===== config.mk =====
export PLATFORM = sky130hd
export DESIGN_NAME = hs_supervisor
export DESIGN_NICKNAME = d
export VERILOG_FILES = /design/src/rtl/hsw_pkg.sv /design/src/rtl/por_gen.sv /design/src/rtl/uvr_clear.sv /design/src/rtl/insert_dbc.sv /design/src/rtl/hs_supervisor.sv
export SDC_FILE = /design/constraint.sdc
export NUM_CORES = 1
export LEC_CHECK = 0
export BUFFER_PORTS_ARGS = -buffer_cell sky130_fd_sc_hd__clkbuf_2
export CAP_MARGIN = 20
export CORE_ASPECT_RATIO = 1.4
export CORE_MARGIN = 5
export CORE_UTILIZATION = 42
export CTS_CLUSTER_DIAMETER = 120
export DETAILED_ROUTE_END_ITERATION = 12
export HOLD_SLACK_MARGIN = 0.05
export PLACE_DENSITY_LB_ADDON = 0.25
export SLEW_MARGIN = 15
export SYNTH_ARGS = -nofsm -noshare
export SYNTH_HDL_FRONTEND = slang
export SYNTH_SLANG_ARGS = --single-unit

===== constraint.sdc =====
create_clock -name clk -period 2.7 [get_ports clk]
set_input_delay 0.54 -clock clk [delete_from_list [all_inputs] [get_ports clk]]
set_output_delay 0.54 -clock clk [all_outputs]
set_load 0.01 [all_outputs]

===== src/rtl/hsw_pkg.sv =====
package hsw_pkg;
  typedef enum logic [1:0] {
    GD_OFF_SLOW = 2'd0,
    GD_OFF_FAST = 2'd1,
    GD_ON       = 2'd2
  } gate_mode_e;

  function automatic int unsigned cntw(input int unsigned n);
    return (n < 2) ? 1 : $clog2(n + 1);
  endfunction
endpackage


===== src/rtl/por_gen.sv =====
module por_gen #(
  parameter int unsigned POR_TICKS = 25
) (
  input  logic clk,
  input  logic rst_n,
  input  logic tick,
  input  logic rail_lo,
  output logic por
);
  localparam int unsigned W = hsw_pkg::cntw(POR_TICKS);
  localparam logic [W-1:0] LAST = W'(POR_TICKS - 1);
  logic [W-1:0] cnt;

  always_ff @(posedge clk or negedge rst_n) begin
    if (!rst_n) begin
      cnt <= '0;
      por <= 1'b1;
    end else if (rail_lo) begin
      cnt <= '0;
      por <= 1'b1;
    end else if (por && tick) begin
      if (cnt == LAST) por <= 1'b0;
      else             cnt <= cnt + 1'b1;
    end
  end
endmodule


===== src/rtl/uvr_clear.sv =====
module uvr_clear #(
  parameter int unsigned MIN_TICKS = 1
) (
  input  logic clk,
  input  logic rst_n,
  input  logic tick,
  input  logic uvr_ok,
  output logic clr
);
  localparam int unsigned W = hsw_pkg::cntw(MIN_TICKS);
  localparam logic [W-1:0] SAT = W'(MIN_TICKS);
  logic [W-1:0] low_cnt;

  always_ff @(posedge clk or negedge rst_n) begin
    if (!rst_n) begin
      low_cnt <= '0;
      clr     <= 1'b0;
    end else if (!uvr_ok) begin
      clr <= 1'b0;
      if (tick && low_cnt != SAT) low_cnt <= low_cnt + 1'b1;
    end else begin
      clr     <= (low_cnt == SAT);
      low_cnt <= '0;
    end
  end
endmodule


===== src/rtl/insert_dbc.sv =====
module insert_dbc #(
  parameter int unsigned DBC_TICKS = 48000
) (
  input  logic clk,
  input  logic rst_n,
  input  logic tick,
  input  logic restart,
  input  logic qual,
  output logic armed
);
  localparam int unsigned W = hsw_pkg::cntw(DBC_TICKS);
  localparam logic [W-1:0] LAST = W'(DBC_TICKS - 1);
  logic [W-1:0] cnt;

  always_ff @(posedge clk or negedge rst_n) begin
    if (!rst_n) begin
      cnt   <= '0;
      armed <= 1'b0;
    end else if (restart) begin
      cnt   <= '0;
      armed <= 1'b0;
    end else if (!armed) begin
      if (!qual)     cnt <= '0;
      else if (tick) begin
        if (cnt == LAST) armed <= 1'b1;
        else             cnt   <= cnt + 1'b1;
      end
    end
  end
endmodule


===== src/rtl/hs_supervisor.sv =====
module hs_supervisor #(
  parameter int unsigned POR_TICKS     = 25,
  parameter int unsigned DBC_TICKS     = 48000,
  parameter int unsigned UVR_MIN_TICKS = 1
) (
  input  logic clk,
  input  logic rst_n,
  input  logic tick,
  input  logic supply_lo,
  input  logic rail_lo,
  input  logic uv_low,
  input  logic uvr_ok,
  input  logic ov_hi,
  input  logic fb_good,
  input  logic ovd_good,
  input  logic temp_hot,
  input  logic temp_cool,
  input  logic cb_trip,
  input  logic cool_done,
  output logic gate_en,
  output logic gate_fast,
  output logic flt_pd,
  output logic pg_pd
);
  import hsw_pkg::*;

  logic por, armed, uvr_clr;
  logic latch_q, cool_q, hot_q;
  logic restart, qual, gate_ok, lockout;
  gate_mode_e mode;

  por_gen #(.POR_TICKS(POR_TICKS)) u_por (
    .clk(clk), .rst_n(rst_n), .tick(tick), .rail_lo(rail_lo), .por(por)
  );

  uvr_clear #(.MIN_TICKS(UVR_MIN_TICKS)) u_uvr (
    .clk(clk), .rst_n(rst_n), .tick(tick), .uvr_ok(uvr_ok), .clr(uvr_clr)
  );

  assign lockout = supply_lo | rail_lo;
  assign restart = por | uv_low | lockout | cb_trip;
  assign qual    = ~ov_hi & ~latch_q & ~cool_q;

  insert_dbc #(.DBC_TICKS(DBC_TICKS)) u_dbc (
    .clk(clk), .rst_n(rst_n), .tick(tick), .restart(restart),
    .qual(qual), .armed(armed)
  );

  // fault latch, cool-down pending, thermal hold
  always_ff @(posedge clk or negedge rst_n) begin
    if (!rst_n) begin
      latch_q <= 1'b0;
      cool_q  <= 1'b0;
      hot_q   <= 1'b0;
    end else if (por) begin
      latch_q <= 1'b0;
      cool_q  <= 1'b0;
      hot_q   <= 1'b0;
    end else begin
      if (cb_trip)      latch_q <= 1'b1;
      else if (uvr_clr) latch_q <= 1'b0;

      if (cb_trip)        cool_q <= 1'b1;
      else if (cool_done) cool_q <= 1'b0;

      if (temp_hot)       hot_q <= 1'b1;
      else if (temp_cool) hot_q <= 1'b0;
    end
  end

  // turn-off is combinational on live inputs; turn-on needs registered state
  assign gate_ok = armed & ~latch_q & ~cool_q & ~hot_q & ~por &
                   ~ov_hi & ~uv_low & ~lockout;

  always_comb begin
    if (gate_ok)      mode = GD_ON;
    else if (lockout) mode = GD_OFF_FAST;
    else              mode = GD_OFF_SLOW;
  end

  assign gate_en   = (mode == GD_ON);
  assign gate_fast = (mode == GD_OFF_FAST);
  assign flt_pd    = latch_q & cool_q;
  assign pg_pd     = ~(gate_en & fb_good & ovd_good);
endmodule


==> results of run 1 <==
[routing by layer]
| layer | routed length (um) | vias to the layer above |
|---|---|---|
| met3 | 151 | 10 |
| met1 | 1380 | 651 |
| met2 | 1970 | 48 |
| met5 | 0 | - |
| met4 | 83 | 0 |
| li1 | - | 671 |
[cells in the final DEF (no fill, tap or decap), types with 6 or more instances in the layout]
cell      Yosys  final
nand2_1      11     11
buf_4         1      6
nor3_1        7      7
nand3_1      20     20
clkbuf_2      0     17
inv_1         8      8
nor2_1       13     13
o21ai_0       9      9
dfrtp_1      27     27
[power groups by stage]
stage | Sequential [mW] | Combinational (mW) | Clock, mW
5_1_grt | 0.429 | 0.0619 | 0.260
4_1_cts | 0.428 | 0.0568 | 0.244
3_3_place_gp | 0.436 | 0.0528 | 0
3_5_place_dp | 0.437 | 0.0564 | 0
2_1_floorplan | 0.436 | 0.0242 | 0
6_report | 0.428 | 0.0550 | 0.235
[kinds of logic after synthesis]
logic type	share of synthesized area, %
AND/OR/NAND/NOR	30.3
AO/OA/AOI/OAI	15.8
flip-flops	45.4
buffers and inverters	3.15
XOR/XNOR	2.26
adder cells (fa/ha/maj)	2.43
multiplexers	0.647
[cell type report]
| class | instances | area (sq um) |
|---|---|---|
| clock buffer | 4 | 45.0 |
| fill | 358 | 1850 |
| inverter | 8 | 30.0 |
| multi-input combinational | 129 | 797 |
| sequential | 28 | 702 |
| tap | 42 | 52.6 |
| timing repair buffer | 23 | 130 |
[worst max-delay path: stages, from the launching register on]
cell and delay, ns:
dfstp_2 0.41, or4_4 0.54, nor4b_1 0.39, nand3_1 0.12
clkbuf_2 0.14
[path summary, 6_finish.rpt]
| kind | startpoint | endpoint | slack, ns | depth (start not counted) |
|---|---|---|---|---|
| max | u_por.por | pg_pd | 0.30 | 4 |
| min | rst_n | u_dbc.cnt[3] | 0.28 | 1 |
| max reg2reg | u_por.por | u_dbc.cnt[10] | 0.41 | 5 |
| min reg2reg | u_uvr.low_cnt | u_uvr.clr | 0.51 | 1 |
| max in group asynchronous | rst_n | u_dbc.cnt[14] | 1.96 | 1 |
| min in group clk | uvr_ok | u_uvr.low_cnt | 0.41 | 2 |
[sequential cells by signal, indices dropped and copies added, names as in the netlist]
register / cells
latch_q: 1
u_dbc.armed: 1
hot_q: 1
u_uvr.low_cnt: 1
u_dbc.cnt: 16
u_uvr.clr: 1
cool_q: 1
u_por.cnt: 5
u_por.por: 1
[metrics by stage]
step	worst slack (ns)	instances	utilization, %	hold slack [ns]
final	0.295	234	48.6	0.284
after global routing	0.187	234	48.6	0.349
after CTS	0.274	234	48.6	0.319
after detailed placement	0.163	230	47.4	0.486
after global placement	0.224	230	47.4	0.475
after floorplan	0.281	169	-	0.244
==> impl_metrics.ini, run 1 <==
[run_status]
status = finished, final reports clean

[clock_tree]
clkLatencyLatePin_ns = 0.28
cts.sinks = 28
postCtsSetupBuffers = 0
post_cts_resized = 0
holdBufCountCts = 0
clk_root_buffer_cell = clkbuf_8
clkTransAtPathRegs_ns = 0.10
cts_buffers = 3
h-tree-depth = 1
ctsLongestPathBuffers = 2
cts_tree = built

[logic_synthesis]
ys_seq_elements = 28
syn_nets = 186
yosysWarnings = 0
async_reset_ff_share_pct = 100
syn_inst = 169
netlist_top_cells_count = dfrtp_1, nand3_1, nor2_1, nand2_1, o21ai_0
synth_most_common_cell = dfrtp_1
avgSynthCellArea_sq_um = 9.16
ys_seq_area_share_pct = 45.4
synth-edff-count = 0
synth_top_area_share_pct = 43.7
ys_top_cells_by_area = dfrtp_1, nand3_1, nor2_1
synthFlopType = dfrtp_1
netlist.top_cell.by_area = dfrtp_1
synth_area_sq_mm = 0.00155
yosys.cell_types.count = 42

[die]
fp.dieW_um = 61.3
num_io_pins = 18
core_sq_mm = 0.00361
start_util_pct = 42.9
dieArea_sq_mm = 0.00502
rows = 26
die_h_um = 81.8

[placement]
placed_area_sq_mm = 0.00171
place.gp.congestion = 0.950
portBuffers = 17
hpwl_mm = 2.74

[setup_path]
path_max_fanout = 7
start_kind = flop
crit_required_ns = 2.16
critPathArrivalTime_ns = 1.86
setup.worst_path.class = reg2out
crit_path_end_kind = output pin

[final_layout]
areaGrowthSynthToFinish_pct = 13.5
final_area_sq_mm = 0.00176
nNetsFinal = 210
n_antenna_cell = 0
drive_gt1_share_pct = 18.8

[global_route]
antenna_found_initial = 0
grt_busiest_layer = met2
grt_use_met3_pct = 1.89
grt_pass1_wl_mm = 6.27
gr-usage-met1_pct = 19.5
overflow = 0
grtUsageTotal_pct = 16.4
grt_max_degree = 29
grt_pass1_vias = 1418
grt_use_met2_pct = 29.8

[timing]
tightestPinTransition_ns = 0.699
fmax_mhz = 416
slew_viol_final = 0
tns_ns = 0
relSlewSlack_pct = 53.4
period_minus_slack_ns = 2.40
fin_worst_skew_ns = 0.00916
hold_violations = 0
rsz0062_at_grt = no
post-route-period-util_pct = 89.1
setup_viol = 0

[power_and_ir_drop]
sw_frac_of_total_pct = 23.1
ir_worst_vdd_mv = 0.379
power_uw = 719
combPwrFrac_pct = 7.6
p_per_area_mw_per_mm2 = 409
seqPwrFrac_pct = 59.6
power.net_switching_uw = 166
p_leak_nw = 0.763
p_int_uw = 553
clkPwrFrac_pct = 32.8

[hold_path]
hp-class = in2async

[drt]
wirelength_mm = 3.58
ant_nets = 0
drc = 0
drt_iter0_markers = 73
drt_first_pass_iters = 4
vias_per_cell = 5.90
wl_per_cell_um = 15.3
vias = 1380

[flow_run]
cap_violations = 0
(Power assumes the default switching activity.)
==> run 2, diff against run 1 <==
Settings changed: CELL_PAD_IN_SITES_DETAIL_PLACEMENT from default to 0, CELL_PAD_IN_SITES_GLOBAL_PLACEMENT from default to 1.
==> impl_metrics.ini, run 2 (synthesized netlist as in run 1, its figures left out) <==
[timing]
worst_slack_ns = 0.284
tns_ns = 0
setup_viol = 0
rsz0062_at_grt = no
relSlewSlack_pct = 52.8
tightestPinTransition_ns = 0.708
slew_viol_final = 0
fmax_mhz = 414
period_minus_slack_ns = 2.42
fin_worst_skew_ns = 0.00226
hold_violations = 0
post-route-period-util_pct = 89.5

[power_and_ir_drop]
power.net_switching_uw = 166
ir_worst_vdd_mv = 0.336
seqPwrFrac_pct = 57.6
clkPwrFrac_pct = 35.1
power_uw = 743
p_int_uw = 578
p_per_area_mw_per_mm2 = 421
combPwrFrac_pct = 7.3
sw_frac_of_total_pct = 22.3
p_leak_nw = 0.769

[global_route]
grt_pass1_wl_mm = 6.29
antenna_found_initial = 0
overflow = 0
grt_pass1_vias = 1378
grtUsageTotal_pct = 16.6
grt_max_degree = 29

[setup_path]
crit_slowest_cell = or4_4
cpPeakStageDelay_ns = 0.55
crit_required_ns = 2.16
path_max_fanout = 7
cp_num_buf_inv = 1
setup.worst_path.class = reg2out
critical_path.cell_chain = or4_4 -> nor4b_1 -> nand3_1 -> clkbuf_2
crit_path_end_kind = output pin
timing.critical_path.max_delay_family = simple AND/OR/NAND/NOR gates
start_kind = flop
critPathArrivalTime_ns = 1.88

[clock_tree]
postCtsSetupBuffers = 0
cts.sinks = 28
cts_tree = built
ctsLongestPathBuffers = 2
clkTransAtPathRegs_ns = 0.09
clkLatencyLatePin_ns = 0.28
holdBufCountCts = 0
h-tree-depth = 1
post_cts_resized = 0
clk_root_buffer_cell = clkbuf_8
cts_buffers = 3

[final_layout]
multi_input_area_sq_um = 797
largest_register_ffs = 16
regMostFlops = u_dbc.cnt
drive_gt1_share_pct = 19.3
register_area_sq_um = 702
layout_commonest_cell = dfrtp_1
instances_no_fill = 234
areaGrowthSynthToFinish_pct = 14.1
final_cell_mix = dfrtp_1, nand3_1, clkbuf_2
fillCellCount = 340
utilization_pct = 48.9
nNetsFinal = 210
reg_top3 = u_dbc.cnt (16), u_por.cnt (5)
n_antenna_cell = 0

[drt]
drc = 0
wirelength_mm = 3.51
drt_iter0_markers = 20
vias = 1373
ant_nets = 0
drt_first_pass_iters = 4
wl_per_cell_um = 15.0
vias_per_cell = 5.87

[die]
rows = 26
die_h_um = 81.8
core_sq_mm = 0.00361
fp.dieW_um = 61.3
dieArea_sq_mm = 0.00502
start_util_pct = 42.9
num_io_pins = 18

[flow_run]
cap_violations = 0

[placement]
place.gp.congestion = 0.877
dp_cells = 230
portBuffers = 17
hpwl_mm = 2.67
post-place-ws_ns = 0.142

[hold_path]
hp-class = in2async

[run_status]
status = finished, final reports clean
-- run 2: cell count changes in the layout (fill, tap and decap cells not counted) --
cell,previous run,this run
clkbuf_8,3,4
clkbuf_1,1,0
-- run 2: cell type report --
cell class / instances / share of cell area [%]
Sequential cell: 28 / 39.7
Multi-Input combinational cell: 129 / 45.1
Inverter: 8 / 1.70
Clock buffer: 4 / 3.12
Tap cell: 42 / 2.97
Timing Repair Buffer: 23 / 7.37
-- run 2: layer usage --
| metal | global-route usage, % | part of all wire [%] | vias up |
|---|---|---|---|
| li1 | - | - | 673 |
| met1 | 19.7 | 41 | 659 |
| met2 | 29.3 | 53 | 33 |
| met3 | 2.20 | 3.4 | 8 |
| met4 | 6.51 | 2.5 | 0 |
| met5 | 0 | 0 | - |
-- run 2: through the flow --
stage | hold slack [ns] | instance area [sq um]
after CTS | 0.321 | 1770
after detailed placement | 0.484 | 1710
after global routing | 0.352 | 1770
after floorplan | 0.244 | 1550
after global placement | 0.468 | 1710
final | 0.295 | 1770
-- run 2: final timing paths --
kind | cells past startpoint | endpoint | start | slack, ns
max reg2reg | 5 | u_dbc.cnt[9] | u_por.por | 0.38
max in group asynchronous | 1 | u_dbc.cnt[14] | rst_n | 1.96
min | 1 | u_dbc.cnt[5] | rst_n | 0.30
min reg2reg | 2 | u_uvr.low_cnt | u_uvr.low_cnt | 0.51
min in group clk | 2 | u_uvr.low_cnt | uvr_ok | 0.41
max | 4 | pg_pd | u_por.por | 0.28
-- run 2: power by group through the flow --
stage                     sequential (mW)  combinational (mW)  clock [mW]
after floorplan                     0.436              0.0242           0
after global placement              0.436              0.0537           0
after detailed placement            0.436              0.0555           0
after CTS                           0.428              0.0557       0.271
after global routing                0.429              0.0619       0.288
final                               0.428              0.0539       0.261
==> run 3, diff against run 2 <==
Settings changed: SETUP_SLACK_MARGIN from default to 0.5.
==> impl_metrics.ini, run 3 (synthesized netlist as in run 1, its figures left out) <==
[die]
die_h_um = 81.8
fp.dieW_um = 61.3
num_io_pins = 18
rows = 26
core_sq_mm = 0.00361
dieArea_sq_mm = 0.00502
start_util_pct = 42.9

[timing]
relSlewSlack_pct = 51.1
post-route-period-util_pct = 82.2
tightestPinTransition_ns = 0.734
period_minus_slack_ns = 2.22
setup_viol = 0
hold_violations = 0
slew_viol_final = 0
tns_ns = 0
rsz0062_at_grt = yes
fin_worst_skew_ns = 0.00956
worst_slack_ns = 0.480
fmax_mhz = 450

[setup_path]
path_max_fanout = 2
crit_path_end_kind = output pin
setup.worst_path.class = reg2out
r2r-start = latch_q
start_kind = flop
critPathArrivalTime_ns = 1.68
rr_endpoint = u_dbc.cnt[9]
r2r_cells = 6
crit_required_ns = 2.16
reg2reg_slack_ns = 0.51

[final_layout]
largest_register_ffs = 16
fillCellCount = 354
final_cell_mix = dfrtp_1, nand3_1, clkbuf_2
layout_commonest_cell = dfrtp_1
regMostFlops = u_dbc.cnt
drive_gt1_share_pct = 24.5
n_antenna_cell = 0
nNetsFinal = 218
reg_top3 = u_dbc.cnt (16), u_por.cnt (5)
areaGrowthSynthToFinish_pct = 20.1

[power_and_ir_drop]
ir_worst_vdd_mv = 0.247
p_leak_nw = 0.813
power_uw = 753
p_per_area_mw_per_mm2 = 405

[clock_tree]
h-tree-depth = 1
holdBufCountCts = 0
cts_tree = built
clkTransAtPathRegs_ns = 0.10
cts.sinks = 28
clkLatencyLatePin_ns = 0.28
cts_buffers = 3
ctsLongestPathBuffers = 2
clk_root_buffer_cell = clkbuf_8

[global_route]
grtUsageTotal_pct = 16.7
grt_pass1_vias = 1394
antenna_found_initial = 0
grt_pass1_wl_mm = 6.44
grt_max_degree = 29
overflow = 0

[drt]
vias = 1390
wirelength_mm = 3.70
ant_nets = 0
vias_per_cell = 5.74
drt_iter0_markers = 36
drt_first_pass_iters = 4
wl_per_cell_um = 15.3
drc = 0

[run_status]
status = finished, final reports clean

[hold_path]
hp-class = in2async

[placement]
portBuffers = 17
place.gp.congestion = 0.839
post-place-ws_ns = 0.126
hpwl_mm = 2.68

[flow_run]
cap_violations = 0
run 3: critical path, cell delays in order (launching register included):
cell,delay [ns]
dfrtp_1,0.40
or3_4,0.38
buf_6,0.13
nor4b_4,0.27
nand3_1,0.09
clkbuf_2,0.14
run 3: area by class of cell:
type | instances | area, sq um | area share, %
Clock buffer | 4 | 55.1 | 2.96
Inverter | 8 | 30.0 | 1.62
Multi-Input combinational cell | 129 | 826 | 44.4
Sequential cell | 28 | 702 | 37.8
Tap cell | 42 | 52.6 | 2.83
Timing Repair Buffer | 31 | 194 | 10.4
run 3: worst max-delay path by stage:
stage / start / depth (start not counted) / endpoint
2_1_floorplan: uv_low / 5 / u_dbc.cnt[9]
3_3_place_gp: uv_low / 6 / u_dbc.cnt[10]
3_5_place_dp: uv_low / 6 / u_dbc.cnt[10]
4_1_cts: latch_q / 5 / pg_pd
5_1_grt: latch_q / 5 / pg_pd
6_report: latch_q / 5 / pg_pd
run 3: per-layer routing:
metal	share of wire, %	global-route usage [%]	vias to the layer above
li1	-	-	690
met1	43	20.3	666
met2	54	30.1	30
met3	2.7	2.04	4
met4	1.0	4.56	0
met5	0	0	-
run 3: repair_timing:
item	in CTS	in global routing
buffers inserted	5	2
setup endpoints to repair	7	14
resized for setup	4	2
pin swaps	4	1
run 3: through the flow:
stage	hold WS [ns]	cells	util (%)	instance area, sq um
2_1_floorplan	0.244	169	-	1550
6_report	0.298	242	51.5	1860
4_1_cts	0.331	240	51.0	1840
5_1_grt	0.351	242	51.5	1860
3_3_place_gp	0.469	231	47.8	1730
3_5_place_dp	0.483	231	47.8	1730
run 3: report_power, final:
part	total, mW	internal (mW)	switching [mW]
sequential	0.428	0.424	0.00439
clock	0.266	0.131	0.135
combinational	0.0591	0.0265	0.0326
total	0.753	0.581	0.172
